File: config.mk
export PLATFORM = sky130hd
export DESIGN_NAME = wide_reg_byte_bridge
export DESIGN_NICKNAME = d
export VERILOG_FILES = /design/src/rtl/wrbb_pkg.sv /design/src/rtl/wrbb_ctrl.sv /design/src/rtl/wrbb_datapath.sv /design/src/rtl/wide_reg_byte_bridge.sv
export SDC_FILE = /design/constraint.sdc
export NUM_CORES = 1
export LEC_CHECK = 0
export BUFFER_PORTS_ARGS = -buffer_cell sky130_fd_sc_hd__clkbuf_2
export CORE_UTILIZATION = 39
export DETAILED_ROUTE_END_ITERATION = 16
export PLACE_DENSITY = 0.85
export SLEW_MARGIN = 25
export SYNTH_ARGS = -nofsm -noshare
export SYNTH_HDL_FRONTEND = slang
export SYNTH_SLANG_ARGS = --single-unit
File: constraint.sdc
create_clock -name clk -period 1.4 [get_ports clk]
set_input_delay 0.21 -clock clk [delete_from_list [all_inputs] [get_ports clk]]
set_output_delay 0.21 -clock clk [all_outputs]
set_load 0.1 [all_outputs]
File: src/rtl/wrbb_pkg.sv
package wrbb_pkg;
  typedef struct packed {
    logic rdLow;
    logic rdHigh;
    logic rdMiss;
    logic wrLow;
    logic wrHigh;
  } busStrobes_t;
endpackage

File: src/rtl/wrbb_ctrl.sv
module wrbb_ctrl
  import wrbb_pkg::*;
#(
  parameter int NUM_REGS = 3,
  parameter int IDX_W = 2,
  parameter int ADDR_W = 3
) (
  input  logic [ADDR_W-1:0] busAddr,
  input  logic              busRd,
  input  logic              busWr,
  output busStrobes_t       strobes,
  output logic [IDX_W-1:0]  regIdx
);
  localparam logic [IDX_W:0] LAST_PLUS_ONE = (IDX_W+1)'(NUM_REGS);

  logic inRange;
  logic hiSel;
  logic rdOnly;

  assign regIdx  = busAddr[ADDR_W-1:1];
  assign hiSel   = busAddr[0];
  assign inRange = {1'b0, regIdx} < LAST_PLUS_ONE;
  // a write always wins over a read in the same cycle
  assign rdOnly  = busRd && !busWr;

  always_comb begin
    strobes        = '0;
    strobes.rdLow  = rdOnly && inRange && !hiSel;
    strobes.rdHigh = rdOnly && inRange && hiSel;
    strobes.rdMiss = rdOnly && !inRange;
    strobes.wrLow  = busWr && inRange && !hiSel;
    strobes.wrHigh = busWr && inRange && hiSel;
  end
endmodule

File: src/rtl/wrbb_datapath.sv
module wrbb_datapath
  import wrbb_pkg::*;
#(
  parameter int NUM_REGS = 3,
  parameter int IDX_W = 2
) (
  input  logic                  clk,
  input  logic                  rstN,
  input  busStrobes_t           strobes,
  input  logic [IDX_W-1:0]      regIdx,
  input  logic [7:0]            busWdata,
  input  logic [16*NUM_REGS-1:0] liveVals,
  output logic [7:0]            busRdata,
  output logic [15:0]           wrData,
  output logic [NUM_REGS-1:0]   wrEn
);
  logic [15:0] liveArr [NUM_REGS];
  logic [15:0] livePick;
  logic [7:0]  holdByte;

  for (genvar g = 0; g < NUM_REGS; g++) begin : g_regs
    assign liveArr[g] = liveVals[16*g +: 16];
    assign wrEn[g]    = strobes.wrHigh && (regIdx == IDX_W'(g));
  end

  always_comb begin
    livePick = '0;
    for (int i = 0; i < NUM_REGS; i++) begin
      if (regIdx == IDX_W'(i)) livePick = liveArr[i];
    end
  end

  always_ff @(posedge clk) begin
    if (!rstN) begin
      holdByte <= '0;
      busRdata <= '0;
    end else begin
      if (strobes.rdLow) begin
        busRdata <= livePick[7:0];
        holdByte <= livePick[15:8];
      end
      if (strobes.rdHigh) busRdata <= holdByte;
      if (strobes.rdMiss) busRdata <= '0;
      if (strobes.wrLow)  holdByte <= busWdata;
    end
  end

  assign wrData = {busWdata, holdByte};
endmodule

File: src/rtl/wide_reg_byte_bridge.sv
module wide_reg_byte_bridge
  import wrbb_pkg::*;
#(
  parameter int NUM_REGS = 3,
  localparam int IDX_W = (NUM_REGS > 1) ? $clog2(NUM_REGS) : 1,
  localparam int ADDR_W = IDX_W + 1
) (
  input  logic                   clk,
  input  logic                   rstN,
  input  logic [ADDR_W-1:0]      busAddr,
  input  logic                   busRd,
  input  logic                   busWr,
  input  logic [7:0]             busWdata,
  output logic [7:0]             busRdata,
  input  logic [16*NUM_REGS-1:0] liveVals,
  output logic [15:0]            wrData,
  output logic [NUM_REGS-1:0]    wrEn
);
  busStrobes_t      strobes;
  logic [IDX_W-1:0] regIdx;

  wrbb_ctrl #(.NUM_REGS(NUM_REGS), .IDX_W(IDX_W), .ADDR_W(ADDR_W)) u_ctrl (
    .busAddr(busAddr), .busRd(busRd), .busWr(busWr),
    .strobes(strobes), .regIdx(regIdx)
  );

  wrbb_datapath #(.NUM_REGS(NUM_REGS), .IDX_W(IDX_W)) u_dp (
    .clk(clk), .rstN(rstN), .strobes(strobes), .regIdx(regIdx),
    .busWdata(busWdata), .liveVals(liveVals), .busRdata(busRdata),
    .wrData(wrData), .wrEn(wrEn)
  );
endmodule

==> parameters.txt <==
Parameter                              Value

Timing
  Max Freq ... 752 MHz
  RSZ-0062 raised after global routing ... no
  Worst-margin pin slew ... approximately 0.55 ns
  Post-route worst setup slack ... 0.0699 ns
  Final hold violation count ... 0
  Worst slew margin relative to its limit ... 63.7%
  Total setup violations reported at the end of the flow ... 0
  Slew Viols, Final ... 0
  WHS ... 0.225 ns
  Minimum clock period after layout ... 1.33 ns
  Max Clock Skew ... ~0.0035 ns
  Share of the clock period used by the worst path after layout ... 95.0%

Die
  Overall die height ... 56.0 um
  Starting utilization of the core area ... 41.3%
  Count of boundary I/O pins ... 90
  DIE WIDTH ... 56.0 um
  Standard-cell row count ... 19
  Die Outline Area ... 3140 sq um
  CORE AREA ... 2760 sq um

Synthesis
  Synth Net Count ... 202
  Unique masters post-synth ... 25
  Part of the Yosys area used for sequential elements ... between 20 and 30%
  Average footprint of a synthesized cell ... 8.19 sq um
  Mapped cell area ... 1140 sq um
  Synth Warn # ... 0
  Cells after Synth ... about 140
  Total of flip-flops plus latches after synthesis ... 16

CTS
  Insertion delay to the later sink of the worst-skew pair ... around 0.28 ns
  Resize count post-CTS ... 0
  Buffer levels on the longest clock path ... 2
  Register clock-pin slew on the reported worst setup and hold paths ... 0.09 ns
  Postcts setup bufs ... 0
  Hold-fix buffers, CTS ... 0
  Maximum level of the CTS H-tree ... 1
  Clock tree from TritonCTS ... done
  Number of clock sinks ... 16
  Root buf cell ... clkbuf_4
  CTS buffer count ... 3

Final layout
  Final-stage net count ... 289
  Final antenna diode count ... 0
  Layout overhead on the synthesized area ... 52.6%
  Share of cells above drive strength 1 ... 49.6%

Detailed routing
  DRC violations left ... 0
  Detail-routed net length per standard cell ... around 14 um
  Vias per cell ... 5.51
  First DRT Iteration DRCs ... 40
  Number of routed nets with antenna violations ... 0
  Router iterations before antenna repair ... 4
  Via count ... 1406
  Final Routed Wirelength ... 3490 um

Critical path
  Startpoint kind of the worst setup timing path ... register
  Critical path's largest stage delay ... 0.47 ns
  Critical Path, Cell by Cell ... clkbuf_2
  Total buffers and inverters traversed by the critical path ... 1
  Crit Path Category ... register to output port
  Data required time at the worst endpoint ... 1.19 ns
  Peak fanout along the critical path ... 2
  Library cell contributing the largest single delay on the critical path ... clkbuf_2
  Critical path endpoint category ... output port
  Kind of cell adding the most delay to the critical path ... buffers and inverters
  Worst path arrival time ... 1.12 ns

Global route
  Number of global-route vias before repair ... 1264
  Gr ovfl total ... 0
  Overall fraction of global-route tracks in use ... a little over a fifth
  Pin count of the biggest net entering global routing ... 13
  Met3 capacity usage during global routing ... a little under 4%
  Fraction of met1 tracks used by global routing ... 26.5%
  Most Used Layer, Global Route ... met2
  Number of antenna violations at the first check in global routing ... 0
  First-pass GRT wire length ... around 5500 um
  Met2 routing resource usage after global routing ... around 37%

Status
  Result of the run ... finished, final reports clean

Power
  Pleak ... 0.889 nW
  PD cells ... roughly 810 nW/um^2
  Worst-case vdd ir drop ... 0.455 mV

Placement
  Routability cong. ... 0.809
  DP HPWL ... 2890 um
  Worst slack at placement ... -0.0196 ns
  I/O Buffers ... 89

Run
  Number of max-cap violations ... 0

Hold path
  Worst min-delay path class ... primary input to register
-- cell usage after synthesis --
cell type	instances	area, sq um
nand2_2	1	6.26
dfxtp_1	16	320
o32ai_1	8	70.1
o22a_1	8	70.1
a32o_1	8	80.1
nor2b_1	2	12.5
nor3b_1	2	15.0
nor2_1	8	30.0
o21ai_2	1	8.76
o21ai_1	6	30.0
inv_1	9	33.8
and2_1	1	6.26
nor3_1	1	5.00
nand2_1	10	37.5
buf_4	10	75.1
clkbuf_1	3	11.3
mux2i_1	16	160
a21boi_1	1	7.51
o21ai_0	3	15.0
a21oi_1	16	80.1
buf_1	1	3.75
or3b_1	1	8.76
and4_1	1	8.76
buf_2	4	20.0
buf_6	2	22.5
-- metrics by stage --
| stage | TNS, ns | instances | utilization, % | area (sq um) | total power, W |
|---|---|---|---|---|---|
| 6_report | 0 | 255 | 63.0 | 1740 | 0.00141 |
| 2_1_floorplan | -0.415 | 139 | - | 1230 | 0.00102 |
| 5_1_grt | 0 | 255 | 63.0 | 1740 | 0.00148 |
| 3_3_place_gp | 0 | 252 | 62.2 | 1720 | 0.00118 |
| 3_5_place_dp | -0.0196 | 252 | 62.2 | 1720 | 0.00119 |
| 4_1_cts | 0 | 255 | 63.0 | 1740 | 0.00142 |
-- worst paths after layout --
path | slack, ns | start | end | cells after the start
max | 0.07 | u_dp.busRdata[2] | busRdata[2] | 1
min | 0.23 | busWdata[3] | u_dp.holdByte[3] | 3
max reg2reg | 0.58 | u_dp.holdByte[3] | u_dp.busRdata[3] | 3
min reg2reg | 0.47 | u_dp.busRdata[6] | u_dp.busRdata[6] | 1
-- power by group --
part           switching [W]  total (W)  internal (W)
Combinational       0.000468   0.000689      0.000221
Sequential         0.0000147   0.000495      0.000480
Clock               0.000130   0.000229     0.0000996
Total               0.000612    0.00141      0.000800
-- state kept, by name (all words and copies together), names as in the netlist --
register	flops
u_dp.busRdata	8
u_dp.holdByte	8
-- tightest hold or removal path: stages --
cell,delay (ns)
clkbuf_2,0.09
nor2_1,0.09
o32ai_1,0.07
-- logic make-up (layout without fill, tap and decap cells) --
kind of cell | after synthesis | after routing | synth area share [%]
simple gates | 27 | 27 | 11.4
buf+inv | 29 | 114 | 14.6
mux | 16 | 16 | 14.1
flops | 16 | 16 | 28.1
compound gates | 51 | 51 | 31.8
-- layer usage --
layer / share of wire (%) / wire, um
met5: 0 / 0
met4: 3.2 / 110
met3: 9.1 / 317
met2: 50 / 1740
met1: 38 / 1320
-- placed cells by master, fill, tap and decap left out --
cell type,count
clkbuf_2,73
buf_4,26
mux2i_1,16
a21oi_1,16
dfxtp_1,16
inv_1,9
nand2_1,9
a32o_1,8
o22a_1,8
nor2_1,8
o32ai_1,8
o21ai_1,6
o21ai_0,3
clkbuf_4,3
buf_12,3
nor3b_4,2
nor2b_1,2
nand2_8,1
nor3_4,1
nand2_2,1
and4_1,1
a21boi_1,1
and2_1,1
o21ai_2,1
or3b_1,1
-- final cells by class --
type                    instances  area, sq um
clock buffers                   3         22.5
fillers                       245         1020
inverters                       9         33.8
multi-input cells              94          702
flip-flops and latches         16          320
well taps                      31         38.8
repair buffers                102          621
(Power assumes the default switching activity.)
